`src/rtl/bps_pkg.sv`:
```
// Package: shared opcodes, instruction and action types, and the fixed
// bit positions used by the bus-port test sequencer.
// Assumes request registers at least 10 bits and parameter registers at least 14 bits wide.
package bps_pkg;

    localparam int ARG_W     = 32;
    localparam int PROG_LEN  = 12;
    localparam int RESTART   = 3;

    localparam int REQ_SEND_BIT  = 5;
    localparam int REQ_STOP_BIT  = 6;
    localparam int REQ_CLR_BIT   = 9;
    localparam int PAR_ALLRX_BIT = 13;

    typedef logic [3:0] opcode_t;
    localparam opcode_t OP_PREP  = 4'd0;
    localparam opcode_t OP_RXALL = 4'd1;
    localparam opcode_t OP_STOP  = 4'd2;
    localparam opcode_t OP_READ  = 4'd3;
    localparam opcode_t OP_WRITE = 4'd4;
    localparam opcode_t OP_IDLE  = 4'd5;
    localparam opcode_t OP_WSENT = 4'd6;
    localparam opcode_t OP_WRECV = 4'd7;
    localparam opcode_t OP_JUMP  = 4'd8;
    localparam opcode_t OP_SPARE = 4'd12;

    typedef struct packed {
        opcode_t            op;
        logic [ARG_W-1:0]   arg;
    } instr_t;

    typedef enum logic [1:0] {NX_STAY, NX_INC, NX_ADV, NX_JMP} nxt_e;

    typedef struct packed {
        nxt_e nxt;
        logic prep;
        logic allrx;
        logic load_we;
        logic load_v;
        logic stop_we;
        logic stop_v;
        logic clr_we;
        logic clr_v;
        logic send_drop;
        logic issue;
        logic is_write;
    } act_t;

endpackage

```
`src/rtl/bps_prog_rom.sv`:
```
// Program ROM: maps the instruction pointer to the fixed test program.
// Assumes PTR_W covers PROG_LEN entries; out-of-range entries jump to restart.
module bps_prog_rom
    import bps_pkg::*;
#(
    parameter int PTR_W  = 4,
    parameter int WAIT_N = 7
) (
    input  logic [PTR_W-1:0] idx,
    output instr_t           ins
);

    // Purpose: combinational lookup of the stored program entry.
    always_comb begin
        case (int'(idx))
            0:       ins = '{op: OP_PREP,  arg: '0};
            1:       ins = '{op: OP_RXALL, arg: '0};
            2:       ins = '{op: OP_STOP,  arg: '0};
            3:       ins = '{op: OP_READ,  arg: 32'h0123_4567};
            4:       ins = '{op: OP_WRECV, arg: '0};
            5:       ins = '{op: OP_WSENT, arg: '0};
            6:       ins = '{op: OP_WRITE, arg: 32'h01AB_CDEF};
            7:       ins = '{op: OP_WRECV, arg: '0};
            8:       ins = '{op: OP_WSENT, arg: '0};
            9:       ins = '{op: OP_SPARE, arg: '0};
            10:      ins = '{op: OP_IDLE,  arg: ARG_W'(WAIT_N)};
            default: ins = '{op: OP_JUMP,  arg: ARG_W'(RESTART)};
        endcase
    end

endmodule

```
`src/rtl/bps_decode.sv`:
```
// Decoder: turns the current instruction, its cycle count and the inputs
// into one cycle's action (register writes and the pointer move).
// Assumes CNT_W holds both the stop window length and the idle operand.
module bps_decode
    import bps_pkg::*;
#(
    parameter int CNT_W     = 5,
    parameter int STOP_LOW  = 5,
    parameter int STOP_END  = 16
) (
    input  instr_t           ins,
    input  logic [CNT_W-1:0] cnt,
    input  logic [1:0]       status,
    input  logic             issue_done,
    output act_t             act
);

    // Purpose: per-opcode, per-count action selection.
    always_comb begin
        act     = '0;
        act.nxt = NX_ADV;
        case (ins.op)
            OP_PREP: begin
                act.prep    = 1'b1;
                act.load_we = 1'b1;
                act.load_v  = 1'b1;
            end
            OP_RXALL: act.allrx = 1'b1;
            OP_STOP: begin
                act.load_we = 1'b1;
                act.stop_we = 1'b1;
                if (int'(cnt) < STOP_LOW) begin
                    act.load_v = 1'b1;
                    act.nxt    = NX_INC;
                end else if (int'(cnt) <= STOP_END) begin
                    act.load_v = 1'b1;
                    act.stop_v = 1'b1;
                    act.nxt    = NX_INC;
                end
            end
            OP_READ, OP_WRITE: begin
                act.load_we = 1'b1;
                if (cnt == '0) begin
                    act.issue    = 1'b1;
                    act.is_write = (ins.op == OP_WRITE);
                    act.load_v   = 1'b1;
                    act.nxt      = NX_INC;
                end else begin
                    act.send_drop = 1'b1;
                    act.load_v    = !issue_done;
                    act.nxt       = issue_done ? NX_ADV : NX_STAY;
                end
            end
            OP_IDLE:  act.nxt = (ARG_W'(cnt) < ins.arg) ? NX_INC : NX_ADV;
            OP_WSENT: act.nxt = status[0] ? NX_ADV : NX_STAY;
            OP_WRECV: begin
                if (cnt == '0) begin
                    act.clr_we  = status[1];
                    act.clr_v   = 1'b1;
                    act.load_we = status[1];
                    act.load_v  = 1'b1;
                    act.nxt     = status[1] ? NX_INC : NX_STAY;
                end else if (cnt == CNT_W'(1)) begin
                    act.clr_we = 1'b1;
                    act.nxt    = NX_INC;
                end else begin
                    act.load_we = 1'b1;
                end
            end
            OP_JUMP:  act.nxt = NX_JMP;
            default:  act.nxt = NX_ADV;
        endcase
    end

endmodule

```
`src/rtl/bps_pc.sv`:
```
// Program counter: instruction pointer and per-instruction cycle counter.
// Assumes the counter restarts at 0 on every advance or jump.
module bps_pc
    import bps_pkg::*;
#(
    parameter int PTR_W = 4,
    parameter int CNT_W = 5
) (
    input  logic             clk,
    input  logic             rst_n,
    input  nxt_e             nxt,
    input  logic [PTR_W-1:0] jmp_tgt,
    output logic [PTR_W-1:0] ptr,
    output logic [CNT_W-1:0] cnt
);

    localparam logic [PTR_W-1:0] LAST = PTR_W'(PROG_LEN - 1);

    // Purpose: move the pointer and counter as the action selects.
    always_ff @(posedge clk) begin
        if (!rst_n) begin
            ptr <= '0;
            cnt <= '0;
        end else begin
            case (nxt)
                NX_STAY: ;
                NX_INC:  cnt <= cnt + CNT_W'(1);
                NX_ADV: begin
                    ptr <= (ptr == LAST) ? '0 : ptr + PTR_W'(1);
                    cnt <= '0;
                end
                default: begin
                    ptr <= jmp_tgt;
                    cnt <= '0;
                end
            endcase
        end
    end

endmodule

```
`src/rtl/bps_outregs.sv`:
```
// Output registers: applies decoded actions to the request, parameter,
// send, lane and issuer-handshake registers. All clear on reset.
module bps_outregs
    import bps_pkg::*;
#(
    parameter int REQ_W   = 16,
    parameter int PARAM_W = 16,
    parameter int LANES   = 4,
    parameter int LANE_W  = 32
) (
    input  logic                    clk,
    input  logic                    rst_n,
    input  act_t                    act,
    input  logic [ARG_W-1:0]        arg,
    output logic [REQ_W-1:0]        req_reg,
    output logic                    load,
    output logic [PARAM_W-1:0]      param_reg,
    output logic                    send_line,
    output logic [LANES*LANE_W-1:0] lane_data,
    output logic                    issue_start,
    output logic                    issue_write,
    output logic [ARG_W-1:0]        issue_addr
);

    logic [LANES*LANE_W-1:0] seed;

    // One repeated-nibble pattern per lane: lane i gets nibble i+1.
    for (genvar i = 0; i < LANES; i++) begin : g_seed
        assign seed[i*LANE_W +: LANE_W] = {(LANE_W/4){4'(i + 1)}};
    end

    // Purpose: request-control register and its load strobe.
    always_ff @(posedge clk) begin
        if (!rst_n) begin
            req_reg <= '0;
            load    <= 1'b0;
        end else begin
            if (act.prep) req_reg <= '0;
            if (act.stop_we) req_reg[REQ_STOP_BIT] <= act.stop_v;
            if (act.clr_we)  req_reg[REQ_CLR_BIT]  <= act.clr_v;
            if (act.send_drop) req_reg[REQ_SEND_BIT] <= 1'b0;
            if (act.issue) begin
                req_reg[2:0]          <= act.is_write ? 3'b111 : 3'b001;
                req_reg[REQ_SEND_BIT] <= 1'b1;
            end
            if (act.load_we) load <= act.load_v;
        end
    end

    // Purpose: parameter register, send line and data lanes.
    always_ff @(posedge clk) begin
        if (!rst_n) begin
            param_reg <= '0;
            send_line <= 1'b0;
            lane_data <= '0;
        end else if (act.prep) begin
            param_reg <= '0;
            send_line <= 1'b1;
            lane_data <= seed;
        end else if (act.allrx) begin
            param_reg[PAR_ALLRX_BIT] <= 1'b1;
        end
    end

    // Purpose: start pulse, request kind and address toward the issuer.
    always_ff @(posedge clk) begin
        if (!rst_n) begin
            issue_start <= 1'b0;
            issue_write <= 1'b0;
            issue_addr  <= '0;
        end else begin
            issue_start <= act.issue;
            if (act.issue) begin
                issue_write <= act.is_write;
                issue_addr  <= arg;
            end
        end
    end

endmodule

```
`src/rtl/bps_seq_top.sv`:
```
// Top: scripted bus-port test sequencer. Reads the fixed program from the
// ROM, decodes one action per cycle, and updates pointer and outputs.
// Assumes status and issue_done are synchronous to clk.
module bps_seq_top
    import bps_pkg::*;
#(
    parameter int WAIT_N   = 7,
    parameter int STOP_LOW = 5,
    parameter int STOP_END = 16,
    parameter int REQ_W    = 16,
    parameter int PARAM_W  = 16,
    parameter int LANES    = 4,
    parameter int LANE_W   = 32
) (
    input  logic                    clk,
    input  logic                    rst_n,
    input  logic [1:0]              status,
    input  logic                    issue_done,
    output logic [REQ_W-1:0]        req_reg,
    output logic                    load,
    output logic [PARAM_W-1:0]      param_reg,
    output logic                    send_line,
    output logic [LANES*LANE_W-1:0] lane_data,
    output logic                    issue_start,
    output logic                    issue_write,
    output logic [ARG_W-1:0]        issue_addr
);

    localparam int PTR_W   = $clog2(PROG_LEN);
    localparam int CNT_MAX = (STOP_END + 1 > WAIT_N) ? STOP_END + 1 : WAIT_N;
    localparam int CNT_W   = $clog2(CNT_MAX + 1);

    logic [PTR_W-1:0] ptr_q;
    logic [CNT_W-1:0] cnt_q;
    instr_t           ins;
    act_t             act;

    bps_prog_rom #(.PTR_W(PTR_W), .WAIT_N(WAIT_N)) u_rom (
        .idx(ptr_q), .ins(ins)
    );

    bps_decode #(.CNT_W(CNT_W), .STOP_LOW(STOP_LOW), .STOP_END(STOP_END)) u_dec (
        .ins(ins), .cnt(cnt_q), .status(status), .issue_done(issue_done), .act(act)
    );

    bps_pc #(.PTR_W(PTR_W), .CNT_W(CNT_W)) u_pc (
        .clk(clk), .rst_n(rst_n), .nxt(act.nxt),
        .jmp_tgt(ins.arg[PTR_W-1:0]), .ptr(ptr_q), .cnt(cnt_q)
    );

    bps_outregs #(.REQ_W(REQ_W), .PARAM_W(PARAM_W), .LANES(LANES), .LANE_W(LANE_W)) u_out (
        .clk(clk), .rst_n(rst_n), .act(act), .arg(ins.arg),
        .req_reg(req_reg), .load(load), .param_reg(param_reg),
        .send_line(send_line), .lane_data(lane_data),
        .issue_start(issue_start), .issue_write(issue_write), .issue_addr(issue_addr)
    );

endmodule

```
`config.mk`:
```
export PLATFORM = sky130hd
export DESIGN_NAME = bps_seq_top
export DESIGN_NICKNAME = d
export VERILOG_FILES = /design/src/rtl/bps_pkg.sv /design/src/rtl/bps_prog_rom.sv /design/src/rtl/bps_decode.sv /design/src/rtl/bps_pc.sv /design/src/rtl/bps_outregs.sv /design/src/rtl/bps_seq_top.sv
export SDC_FILE = /design/constraint.sdc
export NUM_CORES = 1
export LEC_CHECK = 0
export BUFFER_PORTS_ARGS = -buffer_cell sky130_fd_sc_hd__buf_4
export CELL_PAD_IN_SITES_DETAIL_PLACEMENT = 2
export CELL_PAD_IN_SITES_GLOBAL_PLACEMENT = 2
export CORE_MARGIN = 5
export CORE_UTILIZATION = 24
export CTS_BUF_LIST = sky130_fd_sc_hd__clkbuf_4
export DETAILED_ROUTE_END_ITERATION = 10
export MAX_ROUTING_LAYER = met4
export PLACE_DENSITY = 0.9
export SETUP_SLACK_MARGIN = 0.1
export SYNTH_ARGS = -nofsm -noshare
export SYNTH_HDL_FRONTEND = slang
export SYNTH_SLANG_ARGS = --single-unit
```
`constraint.sdc`:
```
create_clock -name clk -period 5.6 [get_ports clk]
set_input_delay 1.68 -clock clk [delete_from_list [all_inputs] [get_ports clk]]
set_output_delay 1.68 -clock clk [all_outputs]
set_load 0.02 [all_outputs]
```
# Word level (Yosys, flattened, before mapping)
# Memories as Yosys holds them, arrays and structs flattened. A register that Yosys moved wholly into a read port is not among the register bits.
# Cells that the tools add are included.
[totals] inputBits=5 memories=1 latch_bits=0 elab_cells=82 ram_bits=0 romBits=352 register_bits=53 out_inout_bits=196
[op_classes] div_mod_pow=0 n_mul=0 shifts=0 reduce_logical=11 mux=39 eq_ne=12 addsub=2 n_bitwise=1 order_cmp=3
[mem_list] memory="(name not given)" words=16 width=22 read_ports=1 rd_clocked_by_memory_dff=1 wr=0 line="bps_prog_rom.sv:15" text="case (int'(idx))"
[ops] cell="less-than comparator 5 x 32 -> 1 bit" n=1
[ops] cell="2-to-1 mux 2 bit" n=11
[ops] cell="2-to-1 mux 1 bit" n=17
[ops] cell="== test 4 x 3 -> 1 bit, second input constant" n=4
[ops] cell="2-to-1 mux 4 bit" n=3
[ops] cell="one-hot mux 2 bit (6 select lines)" n=1
[ops] cell="2-to-1 mux 10 bit" n=1
[ops] cell="one-hot mux 5 bit (2 select lines)" n=1
[ops] cell="2-to-1 mux 3 bit" n=3
[ops] cell="== test 4 x 2 -> 1 bit, second input constant" n=2
[ops] cell="== test 4 bit, second input constant" n=2
[ops] cell="one-hot mux 2 bit (4 select lines)" n=1
[ops] cell="one-hot mux 4 bit (2 select lines)" n=1
[ops] cell="nonzero test 2 bit" n=3
[ops] cell="OR reduction 2 bit" n=3
[ops] cell="adder 5 x 1 -> 5 bit, second input constant" n=1
[ops] cell="== test 5 x 1 -> 1 bit, second input constant" n=1
[ops] cell="<= comparator 5 bit, second input constant" n=1
[ops] cell="zero test 5 bit" n=1
[ops] cell="less-than comparator 5 x 3 -> 1 bit, second input constant" n=1
[ops] cell="adder 4 x 1 -> 4 bit, second input constant" n=1
[ops] cell="== test 4 x 1 -> 1 bit, second input constant" n=1
[ops] cell="zero test 4 bit" n=1
[ops] cell="nonzero test 3 bit" n=1
[ops] cell="other kinds (5)" n=5

# Depth between registers and ports, before layout
# Gate-level depths: netlist (run 1).
[logic_depth] ltp_word=9 mapped_depth=14 mapped_depth_nobuf=13

# Hierarchy
# From an unflattened synthesis (run 1), not the netlist that was laid out.
[unflattened] hier_cells=471 hier_area_um2=4103.9
[by_module_without_submodules] module="bps_outregs" instances=1 cells_per_inst=288 seq_area_each_um2=840.8 area_each_um2=2716.4
[by_module_without_submodules] module="bps_decode" instances=1 cells_per_inst=80 seq_area_each_um2=0.0 area_each_um2=519.2
[by_module_without_submodules] module="bps_pc" instances=1 cells_per_inst=50 seq_area_each_um2=180.2 area_each_um2=447.9
[by_module_without_submodules] module="bps_prog_rom" instances=1 cells_per_inst=53 seq_area_each_um2=0.0 area_each_um2=420.4

# Worst setup path after synthesis (run 1)
# Ideal clock, no wire load.
[synth_timing] kind="input-to-reg" start="input status[1]" end="register, netlist name u_rom.ins[34]" t_required_ns=5.530 n_path_buf=0 setup_ns=0.070 slack_ns=1.744 cell_stages=9 arrival_ns=3.786 path_cell_list="and2_1 > o211a_1 > a311o_1 > nor3_4 > mux2i_1 > a21oi_2 > ha_1 > or3_1 > a21oi_1"
[synth_between] elab_chain_cells=8 elab_cells_between_ends=10 classes_between="2 x eq/ne; 6 x mux; 2 x reduce/logical"
[synth_lines] element="start: declaration" line="bps_seq_top.sv:17" text="input logic [1:0] status,"
[synth_lines] element="2-to-1 mux 1 bit (*)" line="bps_decode.sv:62" text="act.nxt = status[1] ? NX_INC : NX_STAY;"
[synth_lines] element="2-to-1 mux 2 bit (*)" line="bps_decode.sv:57" text="if (cnt == '0) begin"
[synth_lines] element="one-hot mux 2 bit (6 select lines) (*)" line="bps_decode.sv:22" text="case (ins.op)"
[synth_lines] element="== test 2 x 1 -> 1 bit / zero test 2 bit (equally long branches)" line="bps_pc.sv:25" text="case (nxt)"
[synth_lines] element="OR reduction 2 bit (no source line)"
[synth_lines] element="one-hot mux 4 bit (2 select lines)" line="bps_pc.sv:25"
[synth_lines] element="2-to-1 mux 4 bit (no source line) (*) (2 in a row)"
# Every way passes the cells marked *; elsewhere a longest branch is shown, timed or not.
# A chain may end at the register's enable or synchronous reset.

# Worst setup path after layout (run 1)
[layout_timing] start="input status[1]" end="register, netlist name u_rom.ins[33]"
[layout_between] elab_chain_cells=8 elab_cells_between_ends=10 classes_between="2 x eq/ne; 6 x mux; 2 x reduce/logical"
[layout_lines] element="2-to-1 mux 1 bit (*)" line="bps_decode.sv:62"
[layout_lines] element="2-to-1 mux 2 bit (*)" line="bps_decode.sv:57"
[layout_lines] element="one-hot mux 2 bit (6 select lines) (*)" line="bps_decode.sv:22"
[layout_lines] element="== test 2 x 1 -> 1 bit / zero test 2 bit (equally long branches)" line="bps_pc.sv:25"
[layout_lines] element="OR reduction 2 bit (no source line)"
[layout_lines] element="one-hot mux 4 bit (2 select lines)" line="bps_pc.sv:25"
[layout_lines] element="2-to-1 mux 4 bit (no source line) (*) (2 in a row)"
# Marked as above.

==> impl_metrics.tcl, run 1 <==
set metrics [dict create \
    vias_per_cell 3.70 \
    use_met2_pct 16.1 \
    worstHoldPathCells 2 \
    drive_above_1_share_pct 22.1 \
    dp_cells 563 \
    overflow 0 \
    holdCritStartpoint "u_out.req_reg[0]" \
    hold_path_class "flop to flop" \
    worstSetupEndpointType "flop" \
    timing.fmax_mhz 249 \
    crit_fanout 10 \
    fin_crit_sh_pct 71.7 \
    crit_slowest_cell "mux2_2" \
    dp_slack_ps 1260 \
    slowest_delay_ps 410 \
    antenna_left 0 \
    hpwl_um 6240 \
    first_pass_iters 4 \
    yosys_warnings 0 \
    port_buffers 73 \
    ys_async_sr_fraction_pct 0 \
    clock_latency_ps 340 \
    netlist_area_sq_um 3100 \
    final_cell_mix "127 x conb_1, 73 x buf_4, 31 x dfxtp_1, 25 x nor2_1, 16 x nand2_1" \
    cp_data_required_time_ps 5810 \
    r2r_cells 13 \
    largest_register_ffs 8 \
    slew_headroom_pct 19.6 \
    seq_area_frac_synth_pct 20.0 \
    grt.busiest_layer "met2" \
    cp.arrival_ps 4230 \
    rows 41 \
    final.setup.tns_ps 0 \
    synth_ff_type "dfxtp_1" \
    fin_nets 414 \
    cts_resized 0 \
    cts_hold_buf 0 \
    max-clock-path-buffers 2 \
    num_antenna_cells 0 \
    htreeDepth 2 \
    whs_ps 461 \
    criticalPathCategory "primary input to flop" \
    routed_wl_um 7420 \
    cts_root_buffer "clkbuf_4" \
    r2r-start "u_pc.cnt[0]" \
    slew_viol_final 0 \
    initial_core_util_pct 24.5 \
    core_sq_um 12600 \
    grt_use_met1_pct 9.43 \
    fin_cells 570 \
    start_kind "primary input" \
    cts_inserted_buffers 5 \
    synth-seq-cells 31 \
    path_delay_family "compound AO/OA/AOI/OAI gates" \
    power_density_nw_per_um2 395 \
    syn_inst 382 \
    dr.first_iter.drc_count 77 \
    synth_area_per_cell_sq_um 8.10 \
    globalplace.congestion 0.816 \
    cts_tree "done" \
    final_common_cell "conb_1" \
    cts.sinks 31 \
    synth_edf_count 0 \
    finalHoldViolCount 0 \
    clkSlewWorstSetupHoldPaths_ps 90 \
    rsz0062_at_grt "false" \
    vias 2111 \
    p_total_uw 1170 \
    outcome "finished clean" \
    antenna_found_initial 0 \
    design.die.area_sq_um 15300 \
    avgRoutedWirePerCell_um 13.0 \
    max_slew.worst_pin.slew_ps 1200 \
    syn_to_final_growth_pct -4.12 \
    io_pins 201 \
    critical_path_buf_inv_count 1 \
    hold_end "u_out.req_reg[0]" \
    cellLeakagePower_uw 0.00148 \
    maxCapViolCount 0 \
    synth.distinct_cells 54 \
    die_h_um 124 \
    worstPathCellList "buf_4 -> and2_1 -> o211a_1 -> a311o_1 -> nor3_4 -> mux2_2 -> mux2i_4 -> nand2_1 -> o311ai_1" \
    layout_setup_ws_ps 1580 \
    post-route-min-period_ps 4020 \
    grt_usage_pct 8.92 \
    grt_pass1_vias 2134 \
    timing.rr.end "u_rom.ins[32]" \
    drcViolationCount 0 \
    cts_setup_buffers 0 \
    setup-violations-final 0 \
    fin_skew_ps 10.5 \
    grt_max_degree 43 \
    dieWidth_um 124 \
    fillers 1541 \
    grt_pass1_wl_um 10700 \
    ir_worst_vdd_uv 89.7 \
    reg2reg_slack_ps 1970 \
    gr-usage-met3_pct 3.22 \
]
how the worst max path moves through the flow:
stage,startpoint,to,slack [ps],cells past startpoint
5_1_grt,status[1],u_rom.ins[32],1450,12
3_3_place_gp,status[1],u_rom.ins[34],1430,10
6_report,status[1],u_rom.ins[33],1580,9
3_5_place_dp,status[1],u_rom.ins[34],1260,10
2_1_floorplan,status[1],u_rom.ins[34],1740,9
4_1_cts,status[1],u_rom.ins[34],1600,10
worst register-to-register path, stage by stage, from the launching register on:
cell and delay, ps:
dfxtp_1 370, inv_1 110, ha_1 280, or3b_4 440, o21ai_2 130, o22ai_1 130, or4_1 770, o21ai_0 310
a21oi_1 110, inv_1 160, ha_1 200, nand2_1 120, or3_1 330, o311ai_1 80
cells in the mapped netlist, types with 5 or more instances:
cell,instances,share of area [%]
a21oi_1,10,1.6
buf_2,5,0.81
buf_4,182,44
dfxtp_1,31,20
ha_1,11,4.4
inv_1,12,1.5
mux2i_1,9,2.9
nand2_1,16,1.9
nand3_1,7,1.1
nor2_1,25,3.0
o21ai_0,13,2.1
cells by family after synthesis:
kind of cell | after synthesis | synth area share, %
other | 1 | 0.121
and+or+nand+nor | 78 | 13.6
buffers and inverters | 202 | 47.0
adders and majority gates | 11 | 4.45
xor gates and xnor gates | 5 | 1.41
muxes | 11 | 4.00
DFF | 31 | 20.0
AOI/OAI and AO/OA | 43 | 9.34
final cells by class:
type	count	area, sq um	area share, %
multi-input cells	275	1490	50.3
flip-flops and latches	31	621	20.9
repair buffers	73	548	18.5
well taps	172	215	7.25
inverters	12	45.0	1.52
clock buffers	5	37.5	1.26
clock inverters	2	8.76	0.295
report_power, final:
part	total, uW	internal (uW)	leakage (uW)	switching, uW
Sequential	330	258	0.000252	71.8
Clock	125	44.4	0.0000285	80.7
Combinational	717	260	0.00120	457
stage by stage:
stage | util, % | cell area (sq um)
4_1_cts | 23.5 | 2970
3_3_place_gp | 23.2 | 2920
6_report | 23.5 | 2970
5_1_grt | 23.5 | 2970
2_1_floorplan | - | 3570
3_5_place_dp | 23.2 | 2920
per-layer routing:
metal	share of wire, %	vias to the layer above
li1	-	974
met1	37	1003
met2	51	126
met3	11	8
met4	1.1	0
met5	0	-
Power figures use the tool's default switching activity.
==> inputs of run 2 (changes only) <==
Settings changed: CORE_UTILIZATION 24 to 23, PLACE_DENSITY 0.9 to 0.87.
Clock period 5.6 ns to 3.9 ns, I/O delays scaled along.
==> impl_metrics.tcl, run 2 (synthesized netlist as in run 1, its figures left out) <==
set metrics [dict create \
    port_buffers 73 \
    antenna_left 0 \
    finalHoldViolCount 0 \
    start_kind "flop" \
    final_common_cell "conb_1" \
    overflow 0 \
    avgRoutedWirePerCell_um 13.1 \
    worstSetupEndpoint "u_rom.ins[32]" \
    timing.rr.end "u_rom.ins[32]" \
    htreeDepth 2 \
    power_density_nw_per_um2 592 \
    hold_path_class "flop to flop" \
    clkSlewWorstSetupHoldPaths_ps 120 \
    dp_slack_ps 224 \
    cellLeakagePower_uw 0.00151 \
    cp_data_required_time_ps 4170 \
    r2r-start "u_pc.cnt[0]" \
    crit_start "u_pc.cnt[0]" \
    fin_nets 417 \
    antenna_found_initial 1 \
    vias_per_cell 3.66 \
    fin_skew_ps 13.8 \
    fin_cells 579 \
    slew_headroom_pct 29.5 \
    grt_max_degree 43 \
    final_util_pct 22.9 \
    max-clock-path-buffers 2 \
    worstSetupEndpointType "flop" \
    cts_root_buffer "clkbuf_4" \
    clock_latency_ps 360 \
    maxCapViolCount 0 \
    hpwl_um 6150 \
    drcViolationCount 0 \
    final.setup.tns_ps 0 \
    grt_usage_pct 9.24 \
    layout_setup_ws_ps 409 \
    p_total_uw 1800 \
    outcome "finished clean" \
    max_slew.worst_pin.slew_ps 1050 \
    post-route-min-period_ps 3490 \
    rsz0062_at_grt "false" \
    rows 42 \
    grt_pass1_wl_um 11900 \
    io_pins 201 \
    setup-violations-final 0 \
    cts_hold_buf 0 \
    dp_cells 570 \
    criticalPathCategory "flop to flop" \
    ir_worst_vdd_uv 124 \
    syn_to_final_growth_pct -2.02 \
    reg2reg_slack_ps 410 \
    dieWidth_um 126 \
    largest_register_ffs 8 \
    core_sq_um 13200 \
    cts.sinks 31 \
    dr.first_iter.drc_count 34 \
    cts_tree "done" \
    crit_fanout 7 \
    cts_inserted_buffers 5 \
    slew_viol_final 0 \
    vias 2119 \
    cp.arrival_ps 3760 \
    design.die.area_sq_um 15900 \
    grt_pass1_vias 2276 \
    first_pass_iters 3 \
    fin_crit_sh_pct 89.5 \
    initial_core_util_pct 23.4 \
    timing.fmax_mhz 286 \
    final_cell_mix "127 x conb_1, 76 x buf_4, 30 x dfxtp_1, 25 x nor2_1, 16 x nand2_1" \
    globalplace.congestion 0.816 \
    die_h_um 126 \
    drive_above_1_share_pct 23.4 \
    r2r_cells 13 \
    routed_wl_um 7600 \
]
[run 2: timing repair]
action / 4_1_cts / 5_1_grt
gates resized for setup: 0 / 1
setup endpoints to repair: 0 / 1
buffers inserted: 0 / 0
[run 2: power breakdown]
| group | total [uW] | leakage [uW] | switching [uW] | internal, uW |
|---|---|---|---|---|
| clock | 261 | 0.0000426 | 129 | 132 |
| combinational | 1060 | 0.00121 | 665 | 394 |
| sequential | 476 | 0.000252 | 104 | 372 |
[run 2: area by class of cell]
class / instances / area, sq um
multi-input cells: 275 / 1500
well taps: 176 / 220
clock buffers: 5 / 37.5
inverters: 12 / 45.0
flip-flops and latches: 31 / 622
repair buffers: 76 / 571
fillers: 1580 / 10200
diodes: 1 / 2.50
clock inverters: 3 / 38.8
[run 2: metrics by stage]
step | area, sq um | hold slack (ps)
CTS | 3030 | 479
finish | 3030 | 466
floorplan | 3570 | 465
detailed placement | 2950 | 463
global route | 3030 | 497
global placement | 2950 | 438
[run 2: worst min path at each step]
stage	slack, ps	to	cells past startpoint	startpoint
4_1_cts	480	u_out.req_reg[0]	2	u_out.req_reg[0]
6_report	470	u_out.req_reg[0]	2	u_out.req_reg[0]
5_1_grt	500	u_out.req_reg[0]	2	u_out.req_reg[0]
2_1_floorplan	470	u_out.issue_addr[21]	2	u_rom.ins[24]
3_5_place_dp	460	u_out.req_reg[0]	2	u_out.req_reg[0]
3_3_place_gp	440	u_out.req_reg[0]	2	u_out.req_reg[0]
[run 2: worst max-delay path, cell delays in order (launching register included)]
cell      delay [ps]
dfxtp_1          380
inv_1            120
ha_1             290
or3b_4           440
o21ai_2          140
o22ai_1          150
or4_4            650
o21ai_0          270
a21oi_1          130
inv_1            140
ha_1             190
nand2_1          100
or3_1            330
o311ai_1          80
[run 2: routing by layer]
layer  share of wire, %  wire length, um  global-route usage (%)  vias to the layer above
met5                  0                0                       -                        -
met4                2.1              159                    3.53                        0
met3                8.4              638                    2.88                       11
met2                 52             3970                    16.4                      120
met1                 37             2840                    9.51                     1001
li1                   -                -                       -                      987
==> inputs of run 3 (changes only) <==
Settings changed: ABC_AREA set to 1, CORE_UTILIZATION 23 to 22, MAX_ROUTING_LAYER met4 to not set, PLACE_DENSITY 0.87 to 0.85.
==> impl_metrics.tcl, run 3 <==
set metrics [dict create \
    fin_nets 475 \
    cts_tree "done" \
    initial_core_util_pct 22.2 \
    setup-violations-final 0 \
    grt_max_degree 43 \
    htreeDepth 2 \
    synth_area_leader_cell "buf_4" \
    slew_viol_final 0 \
    synth-seq-cells 31 \
    synth_area_per_cell_sq_um 7.34 \
    io_pins 201 \
    grt_pass1_wl_um 11600 \
    worstPathCellList "buf_4" \
    die_h_um 131 \
    final_cell_mix "127 x conb_1, 73 x buf_4, 50 x nand2_1, 38 x inv_1, 31 x dfxtp_1" \
    maxCapViolCount 0 \
    max-clock-path-buffers 2 \
    cts_setup_buffers 0 \
    crit_fanout 42 \
    dieWidth_um 131 \
    first_pass_iters 4 \
    overflow 0 \
    yosys_warnings 0 \
    clkSlewWorstSetupHoldPaths_ps 100 \
    cellLeakagePower_uw 0.00176 \
    max_slew.worst_pin.slew_ps 1230 \
    drive_above_1_share_pct 25.9 \
    grt_pass1_vias 2266 \
    post-route-min-period_ps 2970 \
    core_sq_um 14400 \
    fin_crit_sh_pct 76.3 \
    num_antenna_cells 0 \
    start_kind "flop" \
    ys_top_cells_by_count "182 x buf_4, 50 x nand2_1, 38 x inv_1" \
    path_delay_family "flip-flops" \
    fin_skew_ps 14.1 \
    critical_path_buf_inv_count 1 \
    netlist_area_sq_um 3210 \
    antenna_left 0 \
    final_util_pct 21.7 \
    synth_edf_count 0 \
    slowest_delay_ps 1150 \
    synth_ff_type "dfxtp_1" \
    fin_cells 643 \
    final_common_cell "conb_1" \
    vias 2270 \
    avgRoutedWirePerCell_um 12.6 \
    worstSetupEndpointType "output port" \
    antenna_found_initial 0 \
    synth_top_cell_area_share_pct 42.6 \
    yosys-top-cells-area "buf_4 43%, dfxtp_1 19%, nand2_1 5.9%, inv_1 4.4%, ha_1 4.3%" \
    syn_inst 437 \
    dr.first_iter.drc_count 37 \
    finalHoldViolCount 0 \
    grt_usage_pct 8.50 \
    cts_resized 0 \
    dp_cells 636 \
    hold_path_class "flop to flop" \
    port_buffers 73 \
    syn_to_final_growth_pct -2.38 \
    routed_wl_um 8110 \
    timing.fmax_mhz 336 \
    cts_root_buffer "clkbuf_4" \
    crit_slowest_cell "dfxtp_1" \
    cts_inserted_buffers 5 \
    ir_worst_vdd_uv 149 \
    cts.sinks 31 \
    hpwl_um 6930 \
    clock_latency_ps 340 \
    final.setup.tns_ps 0 \
    globalplace.congestion 0.793 \
    outcome "finished clean" \
    drcViolationCount 0 \
    p_total_uw 2920 \
    synth.distinct_cells 28 \
    cp_data_required_time_ps 2730 \
    largest_register_ffs 8 \
    design.die.area_sq_um 17100 \
    rows 44 \
    criticalPathCategory "flop to output port" \
    cp.arrival_ps 1800 \
    cts_hold_buf 0 \
    slew_headroom_pct 18.0 \
    whs_ps 482 \
    synth_most_common_cell "buf_4" \
    power_density_nw_per_um2 934 \
    seq_area_frac_synth_pct 19.3 \
    ys_async_sr_fraction_pct 0 \
    rsz0062_at_grt "false" \
    vias_per_cell 3.53 \
]
==> run 3: area by class of cell <==
class	count	area (sq um)
clock inverter	2	8.76
sequential	31	621
tap	184	230
timing repair buffer	73	548
inverter	43	163
fill	1773	11300
clock buffer	5	37.5
multi-input combinational	305	1520
==> run 3: path summary, 6_finish.rpt <==
kind	depth (start not counted)	slack [ps]	end	start
max reg2reg	20	1130	u_rom.ins[2]	u_pc.cnt[1]
min	2	480	u_out.issue_write	u_out.issue_write
max	1	930	lane_data[102]	u_out.send_line
min reg2reg	2	480	u_out.issue_write	u_out.issue_write
==> run 3: power by group <==
part	switching, uW	internal, uW	leakage (uW)	total [uW]
logic	1420	738	0.00148	2160
clock network	117	63.8	0.0000285	181
registers	154	431	0.000254	584
total	1690	1230	0.00176	2920
==> run 3: logic make-up after synthesis <==
family / count (synthesis) / synth area share [%]
adders and majority gates: 11 / 4.29
xor gates and xnor gates: 2 / 0.546
DFF: 31 / 19.3
AOI/OAI and AO/OA: 27 / 4.56
and+or+nand+nor: 138 / 23.2
other: 1 / 0.117
buffers and inverters: 227 / 47.9
==> run 3: metrics by stage <==
step           setup slack (ps)  instance area [sq um]
6_report                    926                   3130
5_1_grt                     709                   3130
4_1_cts                     819                   3130
3_5_place_dp                822                   3090
3_3_place_gp                987                   3090
2_1_floorplan              1280                   3680
==> run 3: metal layers <==
metal,part of all wire [%],vias to the layer above,track usage (%)
li1,-,1086,-
met1,37,1071,9.50
met2,52,105,15.6
met3,10,8,2.60
met4,0.88,0,2.18
met5,0,-,0
